File: src/rtl/wdg_pkg.sv
// Shared widths and types for the clock watchdog.
// Assumes a 5-bit timeout value, i.e. at most 32 units per countdown.
package wdg_pkg;
    localparam int TMO_W  = 5;
    localparam int UNIT_W = $clog2((1 << TMO_W) + 1);

    typedef struct packed {
        logic [TMO_W-1:0] val;
        logic             long_sel;
    } wdg_cfg_t;
endpackage

File: src/rtl/wdg_unit_div.sv
// Divides base ticks into countdown units.
// The unit length is captured on restart and the divider only counts while active.
// Assumes tick_i is one clock wide.
module wdg_unit_div #(
    parameter int SHORT_TICKS = 150,
    parameter int LONG_TICKS  = 2500
) (
    input  logic clk,
    input  logic rst_n,
    input  logic restart_i,
    input  logic long_sel_i,
    input  logic active_i,
    input  logic tick_i,
    output logic unit_o
);
    localparam int MAXT  = (SHORT_TICKS > LONG_TICKS) ? SHORT_TICKS : LONG_TICKS;
    localparam int DIV_W = (MAXT > 1) ? $clog2(MAXT) : 1;
    localparam logic [DIV_W-1:0] SHORT_LAST = DIV_W'(SHORT_TICKS - 1);
    localparam logic [DIV_W-1:0] LONG_LAST  = DIV_W'(LONG_TICKS - 1);

    logic [DIV_W-1:0] div_q;
    logic             long_q;
    logic [DIV_W-1:0] last;

    // Select the terminal count of the unit length captured at restart.
    always_comb last = long_q ? LONG_LAST : SHORT_LAST;

    assign unit_o = active_i && !restart_i && tick_i && (div_q == last);

    // Count base ticks within one unit; restart clears and captures the length.
    always_ff @(posedge clk) begin
        if (!rst_n) begin
            div_q  <= '0;
            long_q <= 1'b0;
        end else if (restart_i) begin
            div_q  <= '0;
            long_q <= long_sel_i;
        end else if (active_i && tick_i) begin
            div_q <= (div_q == last) ? '0 : div_q + 1'b1;
        end
    end
endmodule

File: src/rtl/wdg_countdown.sv
// Unit countdown armed by a frequency change.
// Loads value+1 units on restart, stops after expiry or when disabled.
// Assumes restart_i is already qualified by the enable.
module wdg_countdown
    import wdg_pkg::*;
(
    input  logic             clk,
    input  logic             rst_n,
    input  logic             en_i,
    input  logic             restart_i,
    input  logic [TMO_W-1:0] val_i,
    input  logic             unit_i,
    output logic             active_o,
    output logic             expire_o
);
    logic [UNIT_W-1:0] units_q;
    logic              run_q;

    assign active_o = run_q && en_i;
    assign expire_o = active_o && unit_i && (units_q == UNIT_W'(1));

    // Hold the remaining unit count and the running flag.
    always_ff @(posedge clk) begin
        if (!rst_n) begin
            run_q   <= 1'b0;
            units_q <= '0;
        end else if (!en_i) begin
            run_q   <= 1'b0;
            units_q <= '0;
        end else if (restart_i) begin
            run_q   <= 1'b1;
            units_q <= UNIT_W'(val_i) + UNIT_W'(1);
        end else if (active_o && unit_i) begin
            units_q <= units_q - 1'b1;
            if (units_q == UNIT_W'(1))
                run_q <= 1'b0;
        end
    end
endmodule

File: src/rtl/wdg_rst_pulse.sv
// Stretches a trigger into an active-low reset of RST_LEN clock cycles.
// A new trigger while the pulse is running reloads the full length.
module wdg_rst_pulse #(
    parameter int RST_LEN = 16
) (
    input  logic clk,
    input  logic rst_n,
    input  logic trig_i,
    output logic rst_n_o
);
    localparam int CNT_W = $clog2(RST_LEN + 1);

    logic [CNT_W-1:0] cnt_q;

    assign rst_n_o = (cnt_q == '0);

    // Load on trigger, then count down to release.
    always_ff @(posedge clk) begin
        if (!rst_n)
            cnt_q <= '0;
        else if (trig_i)
            cnt_q <= CNT_W'(RST_LEN);
        else if (cnt_q != '0)
            cnt_q <= cnt_q - 1'b1;
    end
endmodule

File: src/rtl/clk_wdg_recovery.sv
// Clock watchdog top: configuration store, sticky status, recovery request
// and reset generation around a frequency-change-armed countdown.
// Assumes tick_i, fchg_i and the write strobes are single-cycle pulses in clk's domain.
module clk_wdg_recovery
    import wdg_pkg::*;
#(
    parameter int SHORT_TICKS = 150,
    parameter int LONG_TICKS  = 2500,
    parameter int RST_LEN     = 16
) (
    input  logic             clk,
    input  logic             rst_n,
    input  logic             tick_i,
    input  logic             cfg_wr_i,
    input  logic [TMO_W-1:0] cfg_val_i,
    input  logic             cfg_long_i,
    input  logic             wd_en_i,
    input  logic             rst_on_tmo_i,
    input  logic             rst_on_fchg_i,
    input  logic             fchg_i,
    input  logic             status_wr_i,
    input  logic             status_wd_i,
    output logic             tmo_status_o,
    output logic             recover_o,
    output logic             rst_n_o
);
    wdg_cfg_t cfg_q;
    logic     restart;
    logic     active;
    logic     unit_tick;
    logic     expire;
    logic     rst_trig;

    assign restart  = wd_en_i && fchg_i;
    assign rst_trig = (expire && rst_on_tmo_i) || (fchg_i && rst_on_fchg_i);

    // Store the timeout configuration; resets to the longest short-unit timeout.
    always_ff @(posedge clk) begin
        if (!rst_n) begin
            cfg_q.val      <= '1;
            cfg_q.long_sel <= 1'b0;
        end else if (cfg_wr_i) begin
            cfg_q.val      <= cfg_val_i;
            cfg_q.long_sel <= cfg_long_i;
        end
    end

    // Sticky status: expiry sets, a write of one clears, expiry wins a tie.
    always_ff @(posedge clk) begin
        if (!rst_n)
            tmo_status_o <= 1'b0;
        else if (expire)
            tmo_status_o <= 1'b1;
        else if (status_wr_i && status_wd_i)
            tmo_status_o <= 1'b0;
    end

    // One-cycle recovery-frequency request aligned with the status rise.
    always_ff @(posedge clk) begin
        if (!rst_n)
            recover_o <= 1'b0;
        else
            recover_o <= expire;
    end

    wdg_unit_div #(
        .SHORT_TICKS(SHORT_TICKS),
        .LONG_TICKS (LONG_TICKS)
    ) u_div (
        .clk       (clk),
        .rst_n     (rst_n),
        .restart_i (restart),
        .long_sel_i(cfg_q.long_sel),
        .active_i  (active),
        .tick_i    (tick_i),
        .unit_o    (unit_tick)
    );

    wdg_countdown u_cnt (
        .clk      (clk),
        .rst_n    (rst_n),
        .en_i     (wd_en_i),
        .restart_i(restart),
        .val_i    (cfg_q.val),
        .unit_i   (unit_tick),
        .active_o (active),
        .expire_o (expire)
    );

    wdg_rst_pulse #(
        .RST_LEN(RST_LEN)
    ) u_rst (
        .clk    (clk),
        .rst_n  (rst_n),
        .trig_i (rst_trig),
        .rst_n_o(rst_n_o)
    );
endmodule

File: config.mk
export PLATFORM = sky130hd
export DESIGN_NAME = clk_wdg_recovery
export DESIGN_NICKNAME = d
export VERILOG_FILES = /design/src/rtl/wdg_pkg.sv /design/src/rtl/wdg_unit_div.sv /design/src/rtl/wdg_countdown.sv /design/src/rtl/wdg_rst_pulse.sv /design/src/rtl/clk_wdg_recovery.sv
export SDC_FILE = /design/constraint.sdc
export NUM_CORES = 1
export LEC_CHECK = 0
export BUFFER_PORTS_ARGS = -buffer_cell sky130_fd_sc_hd__buf_2
export CAP_MARGIN = 10
export CORE_MARGIN = 8
export CORE_UTILIZATION = 51
export DETAILED_ROUTE_END_ITERATION = 8
export PLACE_DENSITY = 0.84
export SLEW_MARGIN = 5
export SYNTH_ARGS = -nofsm -noshare
export SYNTH_HDL_FRONTEND = slang
export SYNTH_HIERARCHICAL = 1
export SYNTH_SLANG_ARGS = --single-unit
File: constraint.sdc
create_clock -name clk -period 3.3 [get_ports clk]
set_clock_uncertainty 0.2 [all_clocks]
set_input_delay 0.99 -clock clk [delete_from_list [all_inputs] [get_ports clk]]
set_output_delay 0.99 -clock clk [all_outputs]
set_load 0.005 [all_outputs]
==> results.md <==
* Multiplexer share of the synthesized area at under 10%
* Final ANT Viol Nets at 0
* DR vias at 1,311
* Number of synthesized register bits at 33
* Fin util at 61.3%
* Max-cap violation count at 0
* GPL Wtd Cong at around 0.87
* PortBufs at 18
* RSZ-0062 raised after global routing: false
* Syn nets at between 200 and 250
* Worst path slowest cell: or4b_1
* Vias in the first global route at ~1,300
* Final net count at 228
* Grt met1 use at roughly 15%
* CP dominant cell by count: inv_1
* Post CTS Setup Buffer Count at 0
* Total chip power at 0.956 mW
* Sequential Area at 661 um2
* Antenna violations before repair at 0
* CP Class: reg -> out
* Hold Crit Class: reg -> reg
* Inserted Diodes at 0
* Clock transition at path regs at 0.10 ns
* Pre-CTS WS at between 0.08 and 0.09 ns
* Cells after Synth at about 180
* Die area at between 5000 and 6000 um2
* Final Hold Fails at 0
* Critical path's top delay family: simple AND/OR/NAND/NOR gates
* Largest net degree at the start of global routing at 17
* Layout Cells excl Fill at around 250
* Most frequent cells in the layout: dfxtp_1 (33), buf_2 (18), nor3_1 (14), xnor2_1 (14), nor2_1 (14)
* Arrival time worst endpoint at 1.70 ns
* Final global-route overflow total at 0
* Layout Cell Area excl Fill at roughly 1900 um2
* Setup TNS at 0 ns
* Synthesized area at 1660 um2
* Worst-Skew Late Latency at approximately 0.34 ns
* Longest Clk Path Bufs at 2
* Status: completed
* Final period utilization at slightly below 90%
* Post-Synth XOR/XNOR Area at about 11%
* CORE AREA at about 3100 um2
* Clock root cell: clkbuf_4
* Num Clock Sinks at 33
* Layer with the highest usage: met2
* Fillers at about 270
* Synthesized-area fraction occupied by adder cells at about 3.8%
* Static Leak at roughly 0.72 nW
* GR Util met2 at between 10% and 20%
* Cts hold-fix bufs at 0
* Post-synthesis simple-gate area fraction at between 20% and 30%
* Internal power at between 0.7 and 0.8 mW
* Switch Pwr at 0.253 mW
* Post-route DRC at 0
* Power share of the combinational group at about a fifth
* Placement Cell Area at ~1800 um2
* Placed cells at between 200 and 250
* Die width at ~73 um
* Worst Tran Pin Value at roughly 0.5 ns
* Min Hold Slack at between 0.3 and 0.4 ns
* Minimum clock period at a little under 3 ns
* CP required at 2.11 ns
* DRT Wirelength at slightly above 3 mm
* Number of DRC markers in iteration 0 at between 40 and 50
* Share of layout cells above drive strength 1 at 18.8%
* Post-CTS sizing at 0
* WL/cell at approximately 12 um
* Max stage delay on crit path at 0.57 ns
* Drt first pass iters at 4
* Routed vias/inst at about 5.2
* Initial core utilization at a little over half
* Largest family of logic cells by synthesized area: simple AND/OR/NAND/NOR gates
* Die Y at around 73 um
* Synth cell types at 39
* Max H-tree Level at 2
* Footprint of the multi-input gates at approximately 920 um2
* Commonest non-fill, non-tap cell in the layout: dfxtp_1
* Max Clock Freq at 347 MHz
* Max transition margin at 66.8%
* Row Count at 20
* CTS Buf Count at 5
* Post-route setup slack at between 0.4 and 0.5 ns
* CTS tree: yes
* Setup Viol. Count Final at 0
* Buf+Inv Stages, Crit Path at 3
* Pwr Density at a little over 500 nW/um2
* Area Growth Syn to Fin at 14.1%
* Peak VDD IR at ~0.36 mV
* Clock power share at about 32%
* Net Sw Frac at a little over a quarter
* Met3 usage at under 10%
* Seq/Total Area, Yosys at between 30 and 40%
* Half-perimeter wire length after detailed placement at 2.31 mm
* Avg Cell Area, Syn at 9.10 um2
* Synthesis Warnings at 6
* # IOs at 19
* Crit path cell chain: inv_1 > ha_1 > or4b_1 > inv_1 > buf_2
* Max Slew Vio Count at 0
* CP max FO at 5
* Compound-cell area share of the yosys netlist at between 9 and 10%
* Crit end category: primary output
* Sequential power share at between 40% and 50%
* Total track usage at between 10% and 20%
* Critical Path Start Type: flop
* First-pass GRT wire length at ~5.3 mm
==> power groups by stage <==
stage	clock network (mW)	registers [mW]	logic (mW)
after floorplan	0	0.457	0.156
after global placement	0	0.461	0.190
after detailed placement	0	0.463	0.193
after CTS	0.319	0.454	0.195
after global routing	0.336	0.458	0.219
final	0.310	0.454	0.192
==> registers in the layout (all words and copies together), names as in the netlist <==
| name | count |
|---|---|
| u_div/long_q | 1 |
| cfg_q | 6 |
| tmo_status_o | 1 |
| recover_o | 1 |
| u_div/div_q | 12 |
| u_cnt/run_q | 1 |
| u_rst/cnt_q | 5 |
| u_cnt/units_q | 6 |
==> layer usage <==
metal  vias up  share of wire (%)
met5         -                  0
met4         0                3.3
met3         9                4.9
met2        31                 40
met1       586                 52
li1        685                  -
==> path summary, 6_finish.rpt <==
kind	start	to	slack, ns	depth (start not counted)
worst max-delay path	u_rst/cnt_q[0]	rst_n_o	0.41	5
worst min-delay path	cfg_q[2]	cfg_q[2]	0.32	2
worst max register to register	u_div/div_q[6]	u_rst/cnt_q[3]	0.46	10
worst min register to register	cfg_q[2]	cfg_q[2]	0.32	2
==> cell usage after synthesis, drive strengths merged <==
master	count	area, um2
or4	3	26.3
nand4	5	31.3
nor2	14	52.6
clkbuf	2	7.51
xor2	7	61.3
a21boi	1	7.51
or2b	1	7.51
nor4	5	31.3
o21ai	3	15.0
a21oi	4	20.0
and4	1	8.76
mux2i	8	80.1
dfxtp	33	661
o31ai	1	7.51
a211oi	4	35.0
nand3	12	65.1
nor2b	3	18.8
inv	10	37.5
a31oi	1	6.26
a22o	1	8.76
nor3	16	90.1
nand2b	2	12.5
or4b	1	10.0
a2111oi	1	27.5
and2	3	20.0
xnor2	14	123
o21a	3	22.5
nand2	13	48.8
and3	1	7.51
ha	5	62.6
buf	3	27.5
nor4b	1	15.0
==> area by class of cell <==
cell class	count	area share, %
inverter	10	1.99
sequential	33	35.0
clock inverter	1	1.59
tap	44	2.92
timing repair buffer	23	6.76
multi-input combinational	134	48.8
clock buffer	7	2.92
==> cell families (layout without fill, tap and decap cells) <==
family          count (synthesis)  in the layout
buf+inv                        15             41
mux                             8              8
xor+xnor                       21             21
fa+ha+maj                       5              5
flops                          33             33
compound gates                 19             19
simple gates                   81             81
==> worst min-delay path, stage by stage (launching register included) <==
cell	delay [ns]
dfxtp_1	0.37
mux2i_1	0.08
nand2_1	0.06
Note: power is estimated with default switching activity, not from simulation.
